===== src/rtl/smbb_pkg.sv =====
package smbb_pkg;
    typedef enum logic [1:0] {
        EV_NONE   = 2'd0,
        EV_ACCEPT = 2'd1,
        EV_LAUNCH = 2'd2,
        EV_REJECT = 2'd3
    } smbb_ev_e;

    localparam int HDR_END_BIT = 7;
    localparam int HDR_MEM_BIT = 6;
    localparam int HDR_WE_BIT  = 0;
endpackage


===== src/rtl/smbb_collect.sv =====
module smbb_collect
    import smbb_pkg::*;
#(
    parameter int NSLOT = 8
) (
    input  logic                  clk,
    input  logic                  rst,
    input  logic                  wr_start,
    input  logic                  wr_byte_vld,
    input  logic [7:0]            wr_byte,
    input  logic                  wr_end,
    output smbb_ev_e              ev,
    output logic                  ev_we,
    output logic                  ev_mem,
    output logic [NSLOT-1:0][7:0] slots
);
    localparam int SLOT_W = $clog2(NSLOT + 1);
    localparam logic [SLOT_W-1:0] SLOT_MAX = SLOT_W'(NSLOT);

    typedef struct packed {
        logic                  act;
        logic                  we;
        logic                  mem;
        logic                  fin;
        logic                  hdr;
        logic                  mism;
        logic [SLOT_W-1:0]     ptr;
        logic [NSLOT-1:0][7:0] sl;
    } col_t;

    col_t s_d, s_q;
    smbb_ev_e ev_d;

    always_comb begin
        s_d  = s_q;
        ev_d = EV_NONE;
        if (wr_start) begin
            s_d.hdr = 1'b1;
            s_d.fin = 1'b0;
        end else if (wr_byte_vld) begin
            if (s_q.hdr) begin
                s_d.hdr = 1'b0;
                s_d.fin = wr_byte[HDR_END_BIT];
                if (s_q.act && (s_q.we != wr_byte[HDR_WE_BIT])) begin
                    s_d.mism = 1'b1;
                end else begin
                    s_d.act = 1'b1;
                    s_d.we  = wr_byte[HDR_WE_BIT];
                    s_d.mem = wr_byte[HDR_MEM_BIT];
                end
            end else if (s_q.ptr < SLOT_MAX) begin
                for (int i = 0; i < NSLOT; i++) begin
                    if (s_q.ptr == SLOT_W'(i)) s_d.sl[i] = wr_byte;
                end
                s_d.ptr = s_q.ptr + 1'b1;
            end
        end else if (wr_end) begin
            if (s_q.mism)     ev_d = EV_REJECT;
            else if (s_q.fin) ev_d = EV_LAUNCH;
            else              ev_d = EV_ACCEPT;
            if (s_q.mism || s_q.fin) s_d = '0;
        end
    end

    always_ff @(posedge clk) begin
        if (rst) s_q <= '0;
        else     s_q <= s_d;
    end

    assign ev     = ev_d;
    assign ev_we  = s_q.we;
    assign ev_mem = s_q.mem;
    assign slots  = s_q.sl;

    assert_ptr_bound_R12: assert property (@(posedge clk) disable iff (rst)
        s_q.ptr <= SLOT_MAX);

    assert_full_slots_frozen_R12: assert property (@(posedge clk) disable iff (rst)
        (s_q.ptr == SLOT_MAX && !s_q.hdr && wr_byte_vld && !wr_start) |=> $stable(s_q.sl));
endmodule


===== src/rtl/smbb_xfer.sv =====
module smbb_xfer
    import smbb_pkg::*;
#(
    parameter int ADDR_W     = 32,
    parameter int DATA_W     = 32,
    parameter int WIN_BITS   = 19,
    parameter int REG_BITS   = 12,
    parameter int ADDR_BYTES = 4,
    parameter int NSLOT      = 8
) (
    input  logic                  clk,
    input  logic                  rst,
    input  smbb_ev_e              ev,
    input  logic                  ev_we,
    input  logic                  ev_mem,
    input  logic [NSLOT-1:0][7:0] slots,
    input  logic [ADDR_W-1:0]     mem_base,
    input  logic                  ib_ack,
    input  logic                  ib_err,
    output logic                  ib_req,
    output logic                  ib_we,
    output logic                  ib_cfg,
    output logic [ADDR_W-1:0]     ib_addr,
    output logic [DATA_W-1:0]     ib_wdata,
    output logic                  smb_ack_vld,
    output logic                  smb_nack,
    output logic                  smb_stretch,
    output logic                  cap_en
);
    localparam int DATA_BYTES = DATA_W / 8;
    localparam int SL_HI  = 1;
    localparam int SL_MID = 2;
    localparam int SL_LO  = 3;

    typedef struct packed {
        logic              req;
        logic              we;
        logic              cfg;
        logic [ADDR_W-1:0] addr;
        logic [DATA_W-1:0] wdata;
        logic              ack_vld;
        logic              nack;
        logic              stretch;
    } xf_t;

    xf_t s_d, s_q;
    logic [ADDR_W-1:0] cfg_addr, mem_addr;
    logic [DATA_W-1:0] wdata_asm;
    logic [15:0]       reg_raw;
    logic [23:0]       off_raw;
    logic              unused_bits;

    always_comb begin
        reg_raw  = {slots[SL_LO], slots[SL_MID]};
        off_raw  = {slots[SL_HI], slots[SL_MID], slots[SL_LO]};
        cfg_addr = '0;
        cfg_addr[REG_BITS-1:0] = reg_raw[REG_BITS-1:0];
        mem_addr = mem_base;
        mem_addr[WIN_BITS-1:0] = off_raw[WIN_BITS-1:0];
        for (int b = 0; b < DATA_BYTES; b++) begin
            wdata_asm[b*8 +: 8] = slots[ADDR_BYTES + b];
        end
    end

    assign unused_bits = ^{slots[0], reg_raw[15:REG_BITS], off_raw[23:WIN_BITS]};

    always_comb begin
        s_d         = s_q;
        s_d.ack_vld = 1'b0;
        s_d.nack    = 1'b0;
        cap_en      = 1'b0;
        if (s_q.req) begin
            if (ib_ack || ib_err) begin
                s_d.req     = 1'b0;
                s_d.stretch = 1'b0;
                s_d.ack_vld = 1'b1;
                s_d.nack    = ib_err;
                cap_en      = !ib_err && !s_q.we;
            end
        end else begin
            unique case (ev)
                EV_ACCEPT: s_d.ack_vld = 1'b1;
                EV_REJECT: begin
                    s_d.ack_vld = 1'b1;
                    s_d.nack    = 1'b1;
                end
                EV_LAUNCH: begin
                    s_d.req     = 1'b1;
                    s_d.stretch = 1'b1;
                    s_d.we      = ev_we;
                    s_d.cfg     = !ev_mem;
                    s_d.addr    = ev_mem ? mem_addr : cfg_addr;
                    s_d.wdata   = ev_we ? wdata_asm : '0;
                end
                default: ;
            endcase
        end
    end

    always_ff @(posedge clk) begin
        if (rst) s_q <= '0;
        else     s_q <= s_d;
    end

    assign ib_req      = s_q.req;
    assign ib_we       = s_q.we;
    assign ib_cfg      = s_q.cfg;
    assign ib_addr     = s_q.addr;
    assign ib_wdata    = s_q.wdata;
    assign smb_ack_vld = s_q.ack_vld;
    assign smb_nack    = s_q.nack;
    assign smb_stretch = s_q.stretch;

    assert_req_hold_R6: assert property (@(posedge clk) disable iff (rst)
        (ib_req && !ib_ack && !ib_err) |=>
            (ib_req && $stable(ib_addr) && $stable(ib_wdata) && $stable(ib_we)));

    assert_req_after_end_R6: assert property (@(posedge clk) disable iff (rst)
        $rose(ib_req) |-> ($past(ev) == EV_LAUNCH));

    assert_stretch_release_R7: assert property (@(posedge clk) disable iff (rst)
        $fell(smb_stretch) |-> (smb_ack_vld && ($past(ib_ack) || $past(ib_err))));

    assert_nack_with_ack_R8: assert property (@(posedge clk) disable iff (rst)
        smb_nack |-> smb_ack_vld);
endmodule


===== src/rtl/smbb_rdhold.sv =====
module smbb_rdhold #(
    parameter int DATA_W = 32
) (
    input  logic              clk,
    input  logic              rst,
    input  logic              cap_en,
    input  logic [DATA_W-1:0] cap_data,
    input  logic              rd_next,
    output logic [7:0]        rd_byte
);
    localparam int DATA_BYTES = DATA_W / 8;
    localparam int IDX_W = (DATA_BYTES > 1) ? $clog2(DATA_BYTES) : 1;

    typedef struct packed {
        logic [DATA_W-1:0] hold;
        logic [IDX_W-1:0]  idx;
    } rh_t;

    rh_t s_d, s_q;

    always_comb begin
        s_d = s_q;
        if (cap_en) begin
            s_d.hold = cap_data;
            s_d.idx  = '0;
        end else if (rd_next) begin
            if (s_q.idx == IDX_W'(DATA_BYTES - 1)) s_d.idx = '0;
            else                                   s_d.idx = s_q.idx + 1'b1;
        end
    end

    always_ff @(posedge clk) begin
        if (rst) s_q <= '0;
        else     s_q <= s_d;
    end

    always_comb begin
        rd_byte = '0;
        for (int b = 0; b < DATA_BYTES; b++) begin
            if (s_q.idx == IDX_W'(b)) rd_byte = s_q.hold[b*8 +: 8];
        end
    end

    assert_capture_lsb_R10: assert property (@(posedge clk) disable iff (rst)
        cap_en |=> (rd_byte == $past(cap_data[7:0])));

    assert_hold_stable_R8: assert property (@(posedge clk) disable iff (rst)
        (!cap_en && !rd_next) |=> $stable(rd_byte));
endmodule


===== src/rtl/smbus_reg_bridge.sv =====
module smbus_reg_bridge
    import smbb_pkg::*;
#(
    parameter int ADDR_W   = 32,
    parameter int DATA_W   = 32,
    parameter int WIN_BITS = 19,
    parameter int REG_BITS = 12
) (
    input  logic              clk,
    input  logic              rst,
    input  logic              wr_start,
    input  logic              wr_byte_vld,
    input  logic [7:0]        wr_byte,
    input  logic              wr_end,
    input  logic              rd_next,
    output logic [7:0]        rd_byte,
    output logic              smb_ack_vld,
    output logic              smb_nack,
    output logic              smb_stretch,
    input  logic [ADDR_W-1:0] mem_base,
    output logic              ib_req,
    output logic              ib_we,
    output logic              ib_cfg,
    output logic [ADDR_W-1:0] ib_addr,
    output logic [DATA_W-1:0] ib_wdata,
    input  logic              ib_ack,
    input  logic              ib_err,
    input  logic [DATA_W-1:0] ib_rdata
);
    localparam int ADDR_BYTES = 4;
    localparam int NSLOT      = ADDR_BYTES + DATA_W / 8;

    smbb_ev_e              ev;
    logic                  ev_we, ev_mem, cap_en;
    logic [NSLOT-1:0][7:0] slots;

    smbb_collect #(.NSLOT(NSLOT)) i_collect (
        .clk(clk), .rst(rst),
        .wr_start(wr_start), .wr_byte_vld(wr_byte_vld), .wr_byte(wr_byte), .wr_end(wr_end),
        .ev(ev), .ev_we(ev_we), .ev_mem(ev_mem), .slots(slots)
    );

    smbb_xfer #(
        .ADDR_W(ADDR_W), .DATA_W(DATA_W), .WIN_BITS(WIN_BITS),
        .REG_BITS(REG_BITS), .ADDR_BYTES(ADDR_BYTES), .NSLOT(NSLOT)
    ) i_xfer (
        .clk(clk), .rst(rst),
        .ev(ev), .ev_we(ev_we), .ev_mem(ev_mem), .slots(slots), .mem_base(mem_base),
        .ib_ack(ib_ack), .ib_err(ib_err),
        .ib_req(ib_req), .ib_we(ib_we), .ib_cfg(ib_cfg), .ib_addr(ib_addr), .ib_wdata(ib_wdata),
        .smb_ack_vld(smb_ack_vld), .smb_nack(smb_nack), .smb_stretch(smb_stretch),
        .cap_en(cap_en)
    );

    smbb_rdhold #(.DATA_W(DATA_W)) i_rdhold (
        .clk(clk), .rst(rst),
        .cap_en(cap_en), .cap_data(ib_rdata), .rd_next(rd_next), .rd_byte(rd_byte)
    );
endmodule


===== config.mk =====
export PLATFORM = sky130hd
export DESIGN_NAME = smbus_reg_bridge
export DESIGN_NICKNAME = d
export VERILOG_FILES = /design/src/rtl/smbb_pkg.sv /design/src/rtl/smbb_collect.sv /design/src/rtl/smbb_xfer.sv /design/src/rtl/smbb_rdhold.sv /design/src/rtl/smbus_reg_bridge.sv
export SDC_FILE = /design/constraint.sdc
export NUM_CORES = 1
export LEC_CHECK = 0
export ABC_CLOCK_PERIOD_IN_PS = 3500
export BUFFER_PORTS_ARGS = -buffer_cell sky130_fd_sc_hd__buf_2
export CAP_MARGIN = 0
export CELL_PAD_IN_SITES_DETAIL_PLACEMENT = 0
export CELL_PAD_IN_SITES_GLOBAL_PLACEMENT = 2
export CORE_ASPECT_RATIO = 1.4
export CORE_MARGIN = 1
export CORE_UTILIZATION = 34
export CTS_CLUSTER_SIZE = 40
export DETAILED_ROUTE_END_ITERATION = 10
export HOLD_SLACK_MARGIN = 0.06
export PLACE_DENSITY = 0.92
export SLEW_MARGIN = 20
export SYNTH_ARGS = -nofsm -noshare
export SYNTH_HDL_FRONTEND = slang
export SYNTH_SLANG_ARGS = --single-unit

===== constraint.sdc =====
create_clock -name clk -period 3.5 [get_ports clk]
set_clock_uncertainty 0.2 [all_clocks]
set_input_delay 0.7 -clock clk [delete_from_list [all_inputs] [get_ports clk]]
set_output_delay 0.7 -clock clk [all_outputs]
set_load 0.02 [all_outputs]

# Yosys cells after proc, flatten, opt, wreduce, memory -nomap -nowiden
# Cells that the tools add are included.
# Widths: inputs -> output; s select.
[totals]
elab_cells = 126
inputBits = 80
ff_bits = 165
output_inout_bits = 78
romBits = 0
memories = 0
latch_bits = 0
ramBits = 0
[op_classes]
n_div = 0
n_mul = 0
muxes = 39
order_cmp = 1
n_eq_ne = 27
reduce_logical = 31
bitwise_logic = 2
add_sub_neg = 2
shifts = 0
[op_table]
columns = ["op", "n"]
rows = [
  ["$mux 74", 3],
  ["$mux 68", 2],
  ["$mux 8", 12],
  ["$mux 67", 1],
  ["$mux 32", 2],
  ["$reduce_and 6->1", 7],
  ["$ne 2x1->1 const B", 10],
  ["$eq 4x3->1 const B", 4],
  ["$reduce_and 5->1", 3],
  ["$mux 2", 6],
  ["$mux 1", 9],
  ["$mux 3", 3],
  ["$eq 2x2->1 const B", 4],
  ["$eq 4x2->1 const B", 2],
  ["$mux 6", 1],
  ["$ne 2x2->1 const B", 3],
  ["$reduce_and 2->1", 3],
  ["$reduce_bool 2->1", 3],
  ["$reduce_bool 3->1", 2],
  ["$reduce_or 2->1", 3],
  ["$add 4x1->4 const B", 1],
  ["$eq 2x1->1 const B", 2],
  ["$eq 4x1->1 const B", 1],
  ["$logic_not 4->1", 1],
  ["other kinds (9)", 14],
]

# Depth between registers and ports, before layout
[logic_depth]
ltp_word = 9
mapped_depth = 7

# Modules after synthesis
# From an unflattened synthesis, not the netlist that was laid out.
[unflattened]
hier_cells = 827
area_unflattened_um2 = 8086.5
[by_module_without_submodules]
columns = ["mod", "area_each_um2", "n_inst", "seq_area_each_um2", "cells_per_inst"]
rows = [
  ["smbb_collect", 3618.5, 1, 1481.4, 352],
  ["smbb_xfer", 2772.7, 1, 1401.3, 313],
  ["smbb_rdhold", 1695.4, 1, 680.7, 162],
]

# Worst setup path after synthesis
# No wires, ideal clock.
[synth_timing]
path_type = "register -> output"
startpoint = "reg i_rdhold.s_q[1] in the netlist's numbering"
endpoint = "out rd_byte[4]"
t_arrival_ns = 1.646
slack_ns = 0.954
path_stages_with_launch = 8
t_required_ns = 2.600
cell_sequence = "dfxtp_1 -> inv_1 -> ha_1 -> clkbuf_1 -> nand3b_1 -> a21oi_1 -> a21oi_1 -> o21ai_0"
[synth_via]
elab_chain_len = 5
elab_cells_between_ends = 8
cone_classes = "3 x eq/ne; 4 x mux; 1 x reduce/logical"
[synth_lines]
columns = ["item", "line", "source"]
rows = [
  ["start, declared", "smbb_rdhold.sv:19", "rh_t s_d, s_q;"],
  ["start signal, assigned", "smbb_rdhold.sv:33", "if (rst) s_q <= '0;"],
  ["start signal, assigned", "smbb_rdhold.sv:34", "else s_q <= s_d;"],
  ["$logic_not 2->1", "smbb_rdhold.sv:40", "if (s_q.idx == IDX_W'(b)) rd_byte = s_q.hold[b*8 +: 8];"],
  ["$mux 8 (3 in series)", "smbb_rdhold.sv:40", ""],
  ["$mux 8 *", "smbb_rdhold.sv:40", ""],
  ["end, declared", "smbus_reg_bridge.sv:16", "output logic [7:0] rd_byte,"],
]
# Mark *: on every way between the ends. The rest lies on a longest branch, timed or not.

# Final worst setup path
[layout_timing]
startpoint = "reg i_rdhold.s_q[1] in the netlist's numbering"
endpoint = "out rd_byte[3]"
# The elaborated chain is that of the path after synthesis.

==> out/results.txt <==
Synthesis-to-layout area growth: 22.2%
Utilization after layout: 0.422
Worst path max stage delay: 370 ps
Design Area, Final: 8090 um2
Crit path arrival time: 2210 ps
ANT nets after route: 0
CP top delay family: compound AO/OA/AOI/OAI gates
GP Congestion: 0.806
Outcome: completed
Vias in the first global route: 5286
Commonest non-fill, non-tap cells in the layout: 180 x nand2_1, 165 x dfxtp_1, 137 x buf_2, 110 x a21oi_1, 66 x mux2i_1
Slew Limit Headroom: 0.297
DRT Wirelength: 17100 um
Crit-path cells: inv_1, ha_1, nand3b_1, a21oi_1, a21oi_1, o21ai_0, buf_2
Xor/xnor share of the synthesized area: 0.00132
Max Transition Viols Final: 0
Rows: 60
Wire length on met3: 716 um
Post-Syn Instances: 771
Die span in x: 120 um
Final Hold Vio Count: 0
Number of max-cap violations: 0
Total setup buffers inserted after CTS: 0
Multi-input logic area: 3020 um2
Post-synthesis mux area share: 0.102
Max FO, Critical Path: 16
RSZ-0062 raised after global routing: false
Crit end category: primary output
Die Ht: 167 um
Clock buffer depth: 2
Top_reg_cell synth: dfxtp_1
# IOs: 158
Yosys cell types: 41
Power Total: 4.06 mW
Setup TNS: 0 ps
Highest metal used: met4
Final Cycle Share: 0.890
Final min period: 3110 ps
P_leak: 3.33 nW
Post-synthesis simple-gate area fraction: 0.211
Die area: 20000 um2
Antenna diodes: 0
Placement Cell Area: 7470 um2
Via/cell ratio: 4.88
Gr ovfl total: 0
Met2 routed WL: 8320 um
H-tree depth: 4
Worst vdd ir: 0.000219 V
Cts bufs inserted: 17
Kind of start point of the critical path: flip-flop
Least-Margin Pin Slew: 1050 ps
CP Data Required Time: 2600 ps
Cell count along the critical path: 7
Clock transition at the registers of the reported paths: 60 ps
CTS Hold Bufs: 0
Adder-cell share of the synthesized area: 0.0151
Seq cells post-synth: 165
Drt drc: 0
Core Region: 19100 um2
Resized cells post-CTS: 0
Layout cell share with drive strength beyond 1: 0.214
Nets: 965
Tot GR Track Use: 0.177
Hold path depth: 2
Crit-path slowest cell: dfxtp_1
Share of the synthesized area in the top cell type: 0.499
Final Hold Slack: 247 ps
Reg area: 3300 um2
Initial antenna violation count: 0
Pwr dens: 502 nW/um2
Violation count after the first detailed-routing iteration: 390
Largest family of logic cells by synthesized area: simple AND/OR/NAND/NOR gates
Global-route wire length before repair: 27700 um
Area leader, netlist: dfxtp_1
Worst R2R Path Depth: 4
Hold WC Path Type: flip-flop to flip-flop
Critical path type: flip-flop to primary output
Fmax: 0.321 GHz
Post-synthesis sequential area ratio: 0.499
Async SR Flop Fraction: 0
Mapped Area: 6620 um2
Routed wire per std cell: 15.1 um
Layout fillers: 2013
DP HPWL: 11400 um
Drt first pass iters: 4
Setup violations, final: 0
CTS tree: built
Largest net degree at the start of global routing: 69
Commonest non-fill, non-tap cell in the layout: nand2_1
Top post-synthesis cells by area: dfxtp_1 50%, nand2_1 10%, mux2i_1 10%, a21oi_1 8.3%, nand3_1 4.1%
Root buf cell: clkbuf_16
Cell mode on critical path: a21oi_1
Clock sinks: 165
Count of port buffers added during placement: 138
WP buf/inv: 2
Initial Utilization: 0.346
Routed met1 length: 7780 um
Vias: 5547
Syn nets: 859
Latest clock arrival within the worst-skew pair: 420 ps
Synth Warn #: 0
Synth Area in Compound Gates: 0.126
Post-synth EDFFs: 0
Syn_area_per_cell: 8.58 um2
[worst register-to-register path, stage by stage (launching register included)]
cell and delay [ps]:
dfxtp_1 380, inv_1 140, or4b_2 1000, nand2_1 200, a21oi_1 70
[stage by stage]
step,std cells,setup slack (ps)
finish,1137,386
global placement,1106,897
CTS,1137,353
detailed placement,1106,825
floorplan,771,954
global route,1137,219
[power by group]
| group | total (mW) | switching [mW] | internal (mW) |
|---|---|---|---|
| clock network | 1.97 | 0.764 | 1.21 |
| registers | 1.91 | 0.0137 | 1.89 |
| logic | 0.180 | 0.110 | 0.0703 |
[metal layers]
metal / vias to the layer above / GRT usage
met5: - / 0
met4: 0 / 0.0739
met3: 23 / 0.0395
met2: 136 / 0.288
met1: 2566 / 0.225
li1: 2822 / -
[worst paths after layout]
path	start	to	slack, ps
max	i_rdhold.s_q[1]	rd_byte[3]	390
min	i_xfer.ib_wdata[29]	i_xfer.ib_wdata[29]	250
max reg2reg	i_xfer.ib_req	i_rdhold.s_q[29]	1360
min reg2reg	i_xfer.ib_wdata[29]	i_xfer.ib_wdata[29]	250
[registers in the layout, indices dropped and copies added (netlist names)]
name / cells
i_collect.ev_we: 1
i_xfer.ib_cfg: 1
i_collect.ev_mem: 1
i_xfer.ib_we: 1
i_xfer.ib_wdata: 32
i_xfer.smb_stretch: 1
i_collect.s_q: 8
i_xfer.smb_ack_vld: 1
i_xfer.ib_req: 1
i_collect.slots: 51
i_xfer.smb_nack: 1
i_xfer.ib_addr: 32
i_rdhold.s_q: 34
[area by class of cell]
type / count / share of cell area
inverters: 10 / 0.00464
repair buffers: 150 / 0.0984
clock buffers: 18 / 0.0543
multi-input cells: 533 / 0.373
flip-flops and latches: 165 / 0.408
clock inverters: 13 / 0.0226
well taps: 248 / 0.0384
[logic make-up after synthesis]
family | Yosys count
and+or+nand+nor | 307
DFF | 165
AOI/OAI and AO/OA | 150
buffers and inverters | 73
muxes | 67
adders and majority gates | 8
xor gates and xnor gates | 1
[synthesized netlist by cell type (all sizes together), types with 2 or more instances]
cell      n
nand3b    9
or3       4
clkbuf   37
nor3b     2
a211oi   13
dfxtp   165
nor2     20
nand3    54
nor4b     2
nor3      4
ha        8
o21a      4
nand2b   23
a21oi   110
inv       9
mux2i    66
a21o      6
buf      26
o21ai    11
nor2b     2
or4b      3
nand2   180
Power figures use the tool's default switching activity.
